**src/rtl/bankdec_pkg.sv**
```systemverilog
package bankdec_pkg;
    typedef enum logic [1:0] {
        BANK_DEFAULT = 2'd0,
        BANK_ONE     = 2'd1,
        BANK_TWO     = 2'd2,
        BANK_THREE   = 2'd3
    } bank_state_e;

    typedef enum logic [1:0] {
        REGION_NONE,
        REGION_RAM,
        REGION_IO,
        REGION_ROM
    } region_e;
endpackage

```
**src/rtl/bank_fsm.sv**
```systemverilog
module bank_fsm
    import bankdec_pkg::*;
(
    input  logic       clk,
    input  logic       rst_n,
    input  logic       load,
    input  logic [1:0] sel,
    output logic       dev_bit,
    output logic       half_bit,
    output logic       alias_en
);
    bank_state_e state_q, state_d;

    // next state: select write jumps to any state, otherwise hold
    always_comb begin
        state_d = state_q;
        if (load) begin
            unique case (sel)
                2'd0: state_d = BANK_DEFAULT;
                2'd1: state_d = BANK_ONE;
                2'd2: state_d = BANK_TWO;
                2'd3: state_d = BANK_THREE;
            endcase
        end
    end

    always_ff @(posedge clk or negedge rst_n) begin
        if (!rst_n) state_q <= BANK_DEFAULT;
        else        state_q <= state_d;
    end

    always_comb begin
        unique case (state_q)
            BANK_DEFAULT: begin dev_bit = 1'b0; half_bit = 1'b0; alias_en = 1'b0; end
            BANK_ONE:     begin dev_bit = 1'b0; half_bit = 1'b1; alias_en = 1'b1; end
            BANK_TWO:     begin dev_bit = 1'b1; half_bit = 1'b0; alias_en = 1'b1; end
            BANK_THREE:   begin dev_bit = 1'b1; half_bit = 1'b1; alias_en = 1'b1; end
        endcase
    end
endmodule

```
**src/rtl/map_decode.sv**
```systemverilog
module map_decode
    import bankdec_pkg::*;
#(
    parameter int ADDR_W      = 16,
    parameter int LOW_RAM_TOP = 32'h0800,
    parameter int IO_TOP      = 32'h1000,
    parameter int ROM_BASE    = 32'h8000,
    parameter int ALIAS_TOP   = 32'hA000
) (
    input  logic [ADDR_W-1:0] addr,
    input  logic              alias_en,
    output region_e           region
);
    logic [31:0] a32;
    assign a32 = 32'(addr);

    always_comb begin
        if (a32 < 32'(LOW_RAM_TOP))
            region = REGION_RAM;
        else if (a32 < 32'(IO_TOP))
            region = REGION_IO;
        else if (a32 < 32'(ROM_BASE))
            region = REGION_NONE;
        else if (alias_en && (a32 < 32'(ALIAS_TOP)))
            region = REGION_RAM;
        else
            region = REGION_ROM;
    end
endmodule

```
**src/rtl/select_drive.sv**
```systemverilog
module select_drive
    import bankdec_pkg::*;
#(
    parameter int ADDR_W = 16,
    parameter int OFF_W  = 15,
    parameter int RAM_AW = 13
) (
    input  logic [ADDR_W-1:0] addr,
    input  region_e           region,
    input  logic              dev_bit,
    input  logic              half_bit,
    output logic              rom_sel,
    output logic              ram_sel,
    output logic              io_sel,
    output logic [OFF_W+1:0]  rom_xaddr,
    output logic [RAM_AW-1:0] ram_xaddr
);
    always_comb begin
        rom_sel = 1'b0;
        ram_sel = 1'b0;
        io_sel  = 1'b0;
        unique case (region)
            REGION_NONE: ;
            REGION_RAM:  ram_sel = 1'b1;
            REGION_IO:   io_sel  = 1'b1;
            REGION_ROM:  rom_sel = 1'b1;
        endcase
    end

    assign rom_xaddr = {dev_bit, half_bit, addr[OFF_W-1:0]};
    assign ram_xaddr = addr[RAM_AW-1:0];
endmodule

```
**src/rtl/bank_decoder.sv**
```systemverilog
module bank_decoder
    import bankdec_pkg::*;
#(
    parameter int ADDR_W      = 16,
    parameter int DATA_W      = 8,
    parameter int RAM_BYTES   = 8192,
    parameter int LOW_RAM_TOP = 32'h0800,
    parameter int IO_TOP      = 32'h1000,
    parameter int BANK_REG    = 32'h0FC0
) (
    input  logic                clk,
    input  logic                rst_n,
    input  logic [15:0]         addr,
    input  logic                wr_en,
    input  logic [7:0]          wdata,
    output logic                rom_sel,
    output logic                ram_sel,
    output logic                io_sel,
    output logic [16:0]         rom_xaddr,
    output logic [12:0]         ram_xaddr
);
    localparam int OFF_W     = ADDR_W - 1;
    localparam int RAM_AW    = $clog2(RAM_BYTES);
    localparam int ROM_BASE  = 1 << OFF_W;
    localparam int ALIAS_TOP = ROM_BASE + RAM_BYTES;

    logic    bank_load;
    logic    dev_bit, half_bit, alias_en;
    region_e region;

    assign bank_load = wr_en && (32'(addr) == 32'(BANK_REG));

    bank_fsm u_fsm (
        .clk      (clk),
        .rst_n    (rst_n),
        .load     (bank_load),
        .sel      (wdata[1:0]),
        .dev_bit  (dev_bit),
        .half_bit (half_bit),
        .alias_en (alias_en)
    );

    map_decode #(
        .ADDR_W      (ADDR_W),
        .LOW_RAM_TOP (LOW_RAM_TOP),
        .IO_TOP      (IO_TOP),
        .ROM_BASE    (ROM_BASE),
        .ALIAS_TOP   (ALIAS_TOP)
    ) u_map (
        .addr     (addr),
        .alias_en (alias_en),
        .region   (region)
    );

    select_drive #(
        .ADDR_W (ADDR_W),
        .OFF_W  (OFF_W),
        .RAM_AW (RAM_AW)
    ) u_sel (
        .addr      (addr),
        .region    (region),
        .dev_bit   (dev_bit),
        .half_bit  (half_bit),
        .rom_sel   (rom_sel),
        .ram_sel   (ram_sel),
        .io_sel    (io_sel),
        .rom_xaddr (rom_xaddr),
        .ram_xaddr (ram_xaddr)
    );
endmodule

```
**config.mk**
```make
export PLATFORM = sky130hd
export DESIGN_NAME = bank_decoder
export DESIGN_NICKNAME = d
export VERILOG_FILES = /design/src/rtl/bankdec_pkg.sv /design/src/rtl/bank_fsm.sv /design/src/rtl/map_decode.sv /design/src/rtl/select_drive.sv /design/src/rtl/bank_decoder.sv
export SDC_FILE = /design/constraint.sdc
export NUM_CORES = 1
export LEC_CHECK = 0
export ABC_AREA = 1
export BUFFER_PORTS_ARGS = -buffer_cell sky130_fd_sc_hd__buf_2
export CORE_MARGIN = 10
export CORE_UTILIZATION = 30
export CTS_BUF_LIST = sky130_fd_sc_hd__clkbuf_8 sky130_fd_sc_hd__clkbuf_16
export DETAILED_ROUTE_END_ITERATION = 8
export PLACE_DENSITY = 0.77
export SYNTH_ARGS = -nofsm -noshare
export SYNTH_HDL_FRONTEND = slang
export SYNTH_SLANG_ARGS = --single-unit
```
**constraint.sdc**
```tcl
create_clock -name clk -period 1 [get_ports clk]
set_input_delay 0.05 -clock clk [delete_from_list [all_inputs] [get_ports clk]]
set_output_delay 0.05 -clock clk [all_outputs]
set_load 0.01 [all_outputs]
```
==> results of run 1 <==
critical path: cells and delay by family, from the launching register on:
family          cells  cell delay [ps]
buf+inv             1              130
simple gates        2              340
flops               1              360
compound gates      1               60
final cells by class:
class                      instances  area [um2]  share of cell area (%)
timing repair buffer              57         304                    52.0
multi-input combinational         26         151                    25.9
sequential                         2        50.0                    8.57
clock buffer                       3        41.3                    7.07
inverter                           5        18.8                    3.21
tap                               15        18.8                    3.21
metal layers:
| metal | track usage (%) | vias to the layer above | wire [um] | part of all wire (%) |
|---|---|---|---|---|
| li1 | - | 224 | - | - |
| met1 | 5.99 | 181 | 438 | 34 |
| met2 | 11.0 | 40 | 539 | 42 |
| met3 | 7.08 | 2 | 283 | 22 |
| met4 | 2.95 | 0 | 12 | 0.94 |
| met5 | 0 | - | 0 | 0 |
cells by family (layout without fill, tap and decap cells):
group                  Yosys count  after routing  synth area share (%)
AO/OA/AOI/OAI                    2              2                  2.76
buffers and inverters           37             65                  55.5
flip-flops                       2              2                  11.1
AND/OR/NAND/NOR                 24             24                  30.7
per-stage QoR:
| stage | worst slack [ps] | setup TNS [ps] | hold WS, ps |
|---|---|---|---|
| after detailed placement | 62.4 | 0 | -165 |
| after floorplan | 144 | 0 | -246 |
| final | -138 | -259 | 107 |
| after global routing | -185 | -369 | 140 |
| after global placement | 77.3 | 0 | -166 |
| after CTS | -139 | -268 | 111 |
power breakdown:
group	total [mW]	leakage (nW)	internal, mW	switching [mW]
combinational	0.181	0.316	0.0827	0.0981
clock	0.312	0.0216	0.254	0.0583
sequential	0.0817	0.0280	0.0817	0.0000107
total	0.575	0.366	0.418	0.156
Yosys cell counts:
cell type	number	area, um2
buf_4	30	225
nand2_1	6	22.5
inv_1	4	15.0
nor2_1	4	15.0
nor2_2	3	18.8
clkbuf_1	2	7.51
dfrtp_1	2	50.1
nand2_2	2	12.5
nand3_1	2	10.0
nand4_1	2	12.5
nor2_4	2	22.5
a21boi_1	1	7.51
and2_4	1	8.76
inv_2	1	3.75
nand3_2	1	10.0
o21ai_1	1	5.00
or2_1	1	6.26
path summary, 6_finish.rpt:
kind,from,end,cells past startpoint
worst min register to register,u_fsm.state_q[1]$_DFFE_PN0P_,u_fsm.state_q[1]$_DFFE_PN0P_,3
min in group asynchronous,rst_n,u_fsm.state_q[1]$_DFFE_PN0P_,2
worst max register to register,u_fsm.state_q[0]$_DFFE_PN0P_,u_fsm.state_q[0]$_DFFE_PN0P_,4
max in group asynchronous,rst_n,u_fsm.state_q[0]$_DFFE_PN0P_,2
worst max-delay path,u_fsm.state_q[0]$_DFFE_PN0P_,ram_sel,4
worst min-delay path,wdata[0],u_fsm.state_q[0]$_DFFE_PN0P_,3
cells in the final DEF (no fill, tap or decap), drive strengths merged:
cell and count:
a21boi 1, and2 1, buf 56, clkbuf 3
dfrtp 2, dlygate4sd3 1, inv 5, nand2 8
nand3 3, nand4 2, nor2 9, o21ai 1
or2 1
repair_timing:
action / 4_1_cts / 5_1_grt
hold buffers: 1 / 0
setup buffers: 2 / 1
gates resized for setup: 0 / 1
endpoints found under the hold margin: 2 / 0
pin swaps: 1 / 1
endpoints found under the setup margin: 2 / 2
==> metrics, run 1 <==
run status=finished with violations; violated checks=setup timing; post-synthesis cell type count=17; first-pass GRT wire length=1950 um; Num CTS Buffers=3; largest registers=u_fsm.state_q: 2 flops; Yosys warning total=0; final wirelength=1280 um; Final Hold Fails=0; Avg Cell Area, Syn=6.97 um2; Die H=58.9 um; area of the die=3460 um2; gr ovfl total=0; Clk pin slew, worst setup/hold paths=30 ps; Lkg Pwr=0.366 nW; Max Clock Freq=879 MHz; clk sink count=2; critical path arrival=1090 ps; Critical Path Fanout Max=2; Mapped Nets=92; CTS max path bufs=2; Final Slew Violations=0; fraction of layout cells with a size suffix above 1=74.2%; Finished Cell Area=584 um2; TritonCTS clock tree=yes; Final Util=42.8%; Hold Path Class=input port to flop; Syn Inst Count=65; final worst slack=-138 ps; vias in the first global route=492; max reg flops=2; CP peak stage delay=360 ps; crit path cell chain=or2_1 > nand3_1 > o21ai_1 > buf_2; largest net degree at the start of global routing=6; NumNets Final=122; Worst Path Required=950 ps; clock root cell=clkbuf_8; min Tclk post-route=1140 ps; antenna viol nets, final=0; MaxCap Viol Count=0; Inst Count DP=101; port buffer count=53; Worst R2R Setup Slack=180 ps; Syn-to-layout area delta=29.0%; via/cell ratio=4.14; skew final=0 ps; Tot Pwr=0.575 mW; Die W=58.9 um; Max VDD drop=621 uV; Residual DRC=0; clock latency on the worst-skew pair=210 ps; initial drt markers=5; wire per inst=11.8 um; slew margin rel.=91.5%; final std cells w/o fill=108; CTS H-tree lvls=1; Syn Std Cell Area=453 um2; core footprint=1370 um2; Ant. Diodes=0; DR vias=447; Top Ports=60; Total GRT Usage=7.07%; Least-Margin Pin Slew=127 ps; Tcrit/Tclk final=114%; 1st-pass router iterations=4; Worst Setup Path Type=flop to output port; Setup crit start kind=flop; count of state elements after synthesis=2; routability cong.=0.658; RSZ-0062 raised after global routing=true; Seq/Total Area, Yosys=11.0%; Layout fillers=158; Setup Viol. Count Final=2; initial antenna violation count=0; Placement Rows=13; Worst setup EP type=output port; Slowest-stage cell, CP=dfrtp_1; Largest Register=u_fsm.state_q; Area after DPL=504 um2; PwrDens=984 nW/um2; initial core utilization=33.2%
(Power assumes the default switching activity.)
==> run 2, diff against run 1 <==
Settings changed: PLACE_DENSITY 0.77 to 0.89.
==> run 2 against run 1 <==
  * The run still ends with setup timing left
  * Final area fell by 2.4%
  * Sequential share of layout area rose by 0.21 points
  * Critical path depth did not move
  * Clock skew did not move
  * Core utilization fell by 1.0 points
  * Die area did not move
  * Sequential power barely moved
  * First-iteration DRC count fell by 80%
  * Worst setup slack improved by 17 ps
  * Power fell by 0.77%
  * Combinational power barely moved
  * Critical path type unchanged
  * Largest cell class unchanged
  * Largest power group unchanged
==> metrics, run 2 (same netlist as run 1, synthesis figures left out) <==
DR vias=466; Num CTS Buffers=3; Final Hold Fails=0; violated checks=setup timing; area of the die=3460 um2; 1st-pass router iterations=2; R2R Path End=u_fsm.state_q[1]$_DFFE_PN0P_; PostCTS Resize Cnt=0; Ant. Diodes=0; commonest non-fill, non-tap cell in the layout=buf_2; commonest cells after routing, fill and taps aside=buf_2 (53), nand2_1 (6), inv_1 (4), nor2_1 (4); Max Clock Freq=892 MHz; Tot Pwr=0.570 mW; Worst Path Required=950 ps; max reg flops=2; Clk pin slew, worst setup/hold paths=30 ps; run status=finished with violations; Critical path origin=u_fsm.state_q[1]$_DFFE_PN0P_; via/cell ratio=4.36; routability cong.=0.682; largest net degree at the start of global routing=6; MaxCap Viol Count=0; Setup WS pre-CTS=65.2 ps; port buffer count=53; clk sink count=2; fraction of layout cells with a size suffix above 1=73.9%; Tcrit/Tclk final=112%; initial core utilization=33.2%; Final Util=41.8%; gr ovfl total=0; first-pass GRT wire length=2010 um; Largest Register=u_fsm.state_q; initial drt markers=1; critical path arrival=1070 ps; Total GRT Usage=7.16%; core footprint=1370 um2; slew margin rel.=91.3%; Residual DRC=0; PwrDens=1000 nW/um2; TritonCTS clock tree=yes; worst r2r path cells=3; CTS H-tree lvls=1; largest registers=u_fsm.state_q: 2 flops; NumNets Final=121; Syn-to-layout area delta=26.0%; initial antenna violation count=0; DP HPWL=1180 um; Least-Margin Pin Slew=130 ps; final worst slack=-121 ps; final wirelength=1270 um; Setup crit start kind=flop; Die H=58.9 um; CP Capture Point=ram_sel; Hold Path Class=input port to flop; wire per inst=11.9 um; Max VDD drop=614 uV; Worst R2R Setup Slack=280 ps; min Tclk post-route=1120 ps; Setup Viol. Count Final=2; Lkg Pwr=0.360 nW; Critical Path Fanout Max=2; antenna viol nets, final=0; FF-to-FF Start=u_fsm.state_q[1]$_DFFE_PN0P_; Final Slew Violations=0; Die W=58.9 um; Top Ports=60; vias in the first global route=528; clock latency on the worst-skew pair=210 ps; skew final=0 ps; Placement Rows=13; Post-Route Setup TNS=-239 ps; Worst Setup Path Type=flop to output port; CTS max path bufs=2; RSZ-0062 raised after global routing=true; Worst setup EP type=output port; clock root cell=clkbuf_8
==> run 2: cell types whose count changed in the layout (fill, tap and decap cells not counted) <==
cell,before,now
buf_6,1,0
buf_4,3,2
buf_2,52,53
==> run 2: repair_timing <==
| action | in CTS | in global routing |
|---|---|---|
| pin swaps | 1 | 1 |
| hold buffers | 1 | 0 |
| cloned | 0 | 0 |
| hold endpoints to repair | 2 | 0 |
| setup buffers | 1 | 1 |
| setup endpoints to repair | 2 | 2 |
==> run 2: worst max-delay path, cell delays in order, from the launching register on <==
cell     delay (ps)
dfrtp_1         360
or2_1           250
nand3_1          70
o21ai_1          60
buf_2           130
==> run 2: how the worst min path moves through the flow <==
stage | startpoint | to | slack [ps] | cells past startpoint
final | wdata[0] | u_fsm.state_q[0]$_DFFE_PN0P_ | 110 | 3
after global routing | wdata[0] | u_fsm.state_q[0]$_DFFE_PN0P_ | 130 | 3
after CTS | wdata[0] | u_fsm.state_q[0]$_DFFE_PN0P_ | 110 | 3
after detailed placement | rst_n | u_fsm.state_q[1]$_DFFE_PN0P_ | -160 | 1
after global placement | rst_n | u_fsm.state_q[0]$_DFFE_PN0P_ | -170 | 1
after floorplan | rst_n | u_fsm.state_q[0]$_DFFE_PN0P_ | -250 | 0
==> run 2: area by class of cell <==
class / count / area [um2]
well taps: 15 / 18.8
fillers: 163 / 796
flip-flops and latches: 2 / 50.0
clock buffers: 3 / 41.3
multi-input cells: 26 / 151
repair buffers: 56 / 290
inverters: 5 / 18.8
==> run 2: report_power, final <==
group	total [mW]	leakage [nW]	internal (mW)	switching, mW
sequential	0.0817	0.0280	0.0817	0.0000114
combinational	0.180	0.310	0.0826	0.0976
clock	0.308	0.0216	0.254	0.0548
total	0.570	0.360	0.418	0.152
==> run 2: per-layer routing <==
metal / track usage (%) / share of wire, %
met1: 6.24 / 36
met2: 11.3 / 41
met3: 6.65 / 22
met4: 2.95 / 1.3
met5: 0 / 0
==> run 2: per-stage QoR <==
step	cell area (um2)	cells	hold WS, ps
6_report	571	107	107
5_1_grt	571	107	131
4_1_cts	563	106	106
3_5_place_dp	504	101	-163
3_3_place_gp	504	101	-166
2_1_floorplan	453	65	-246
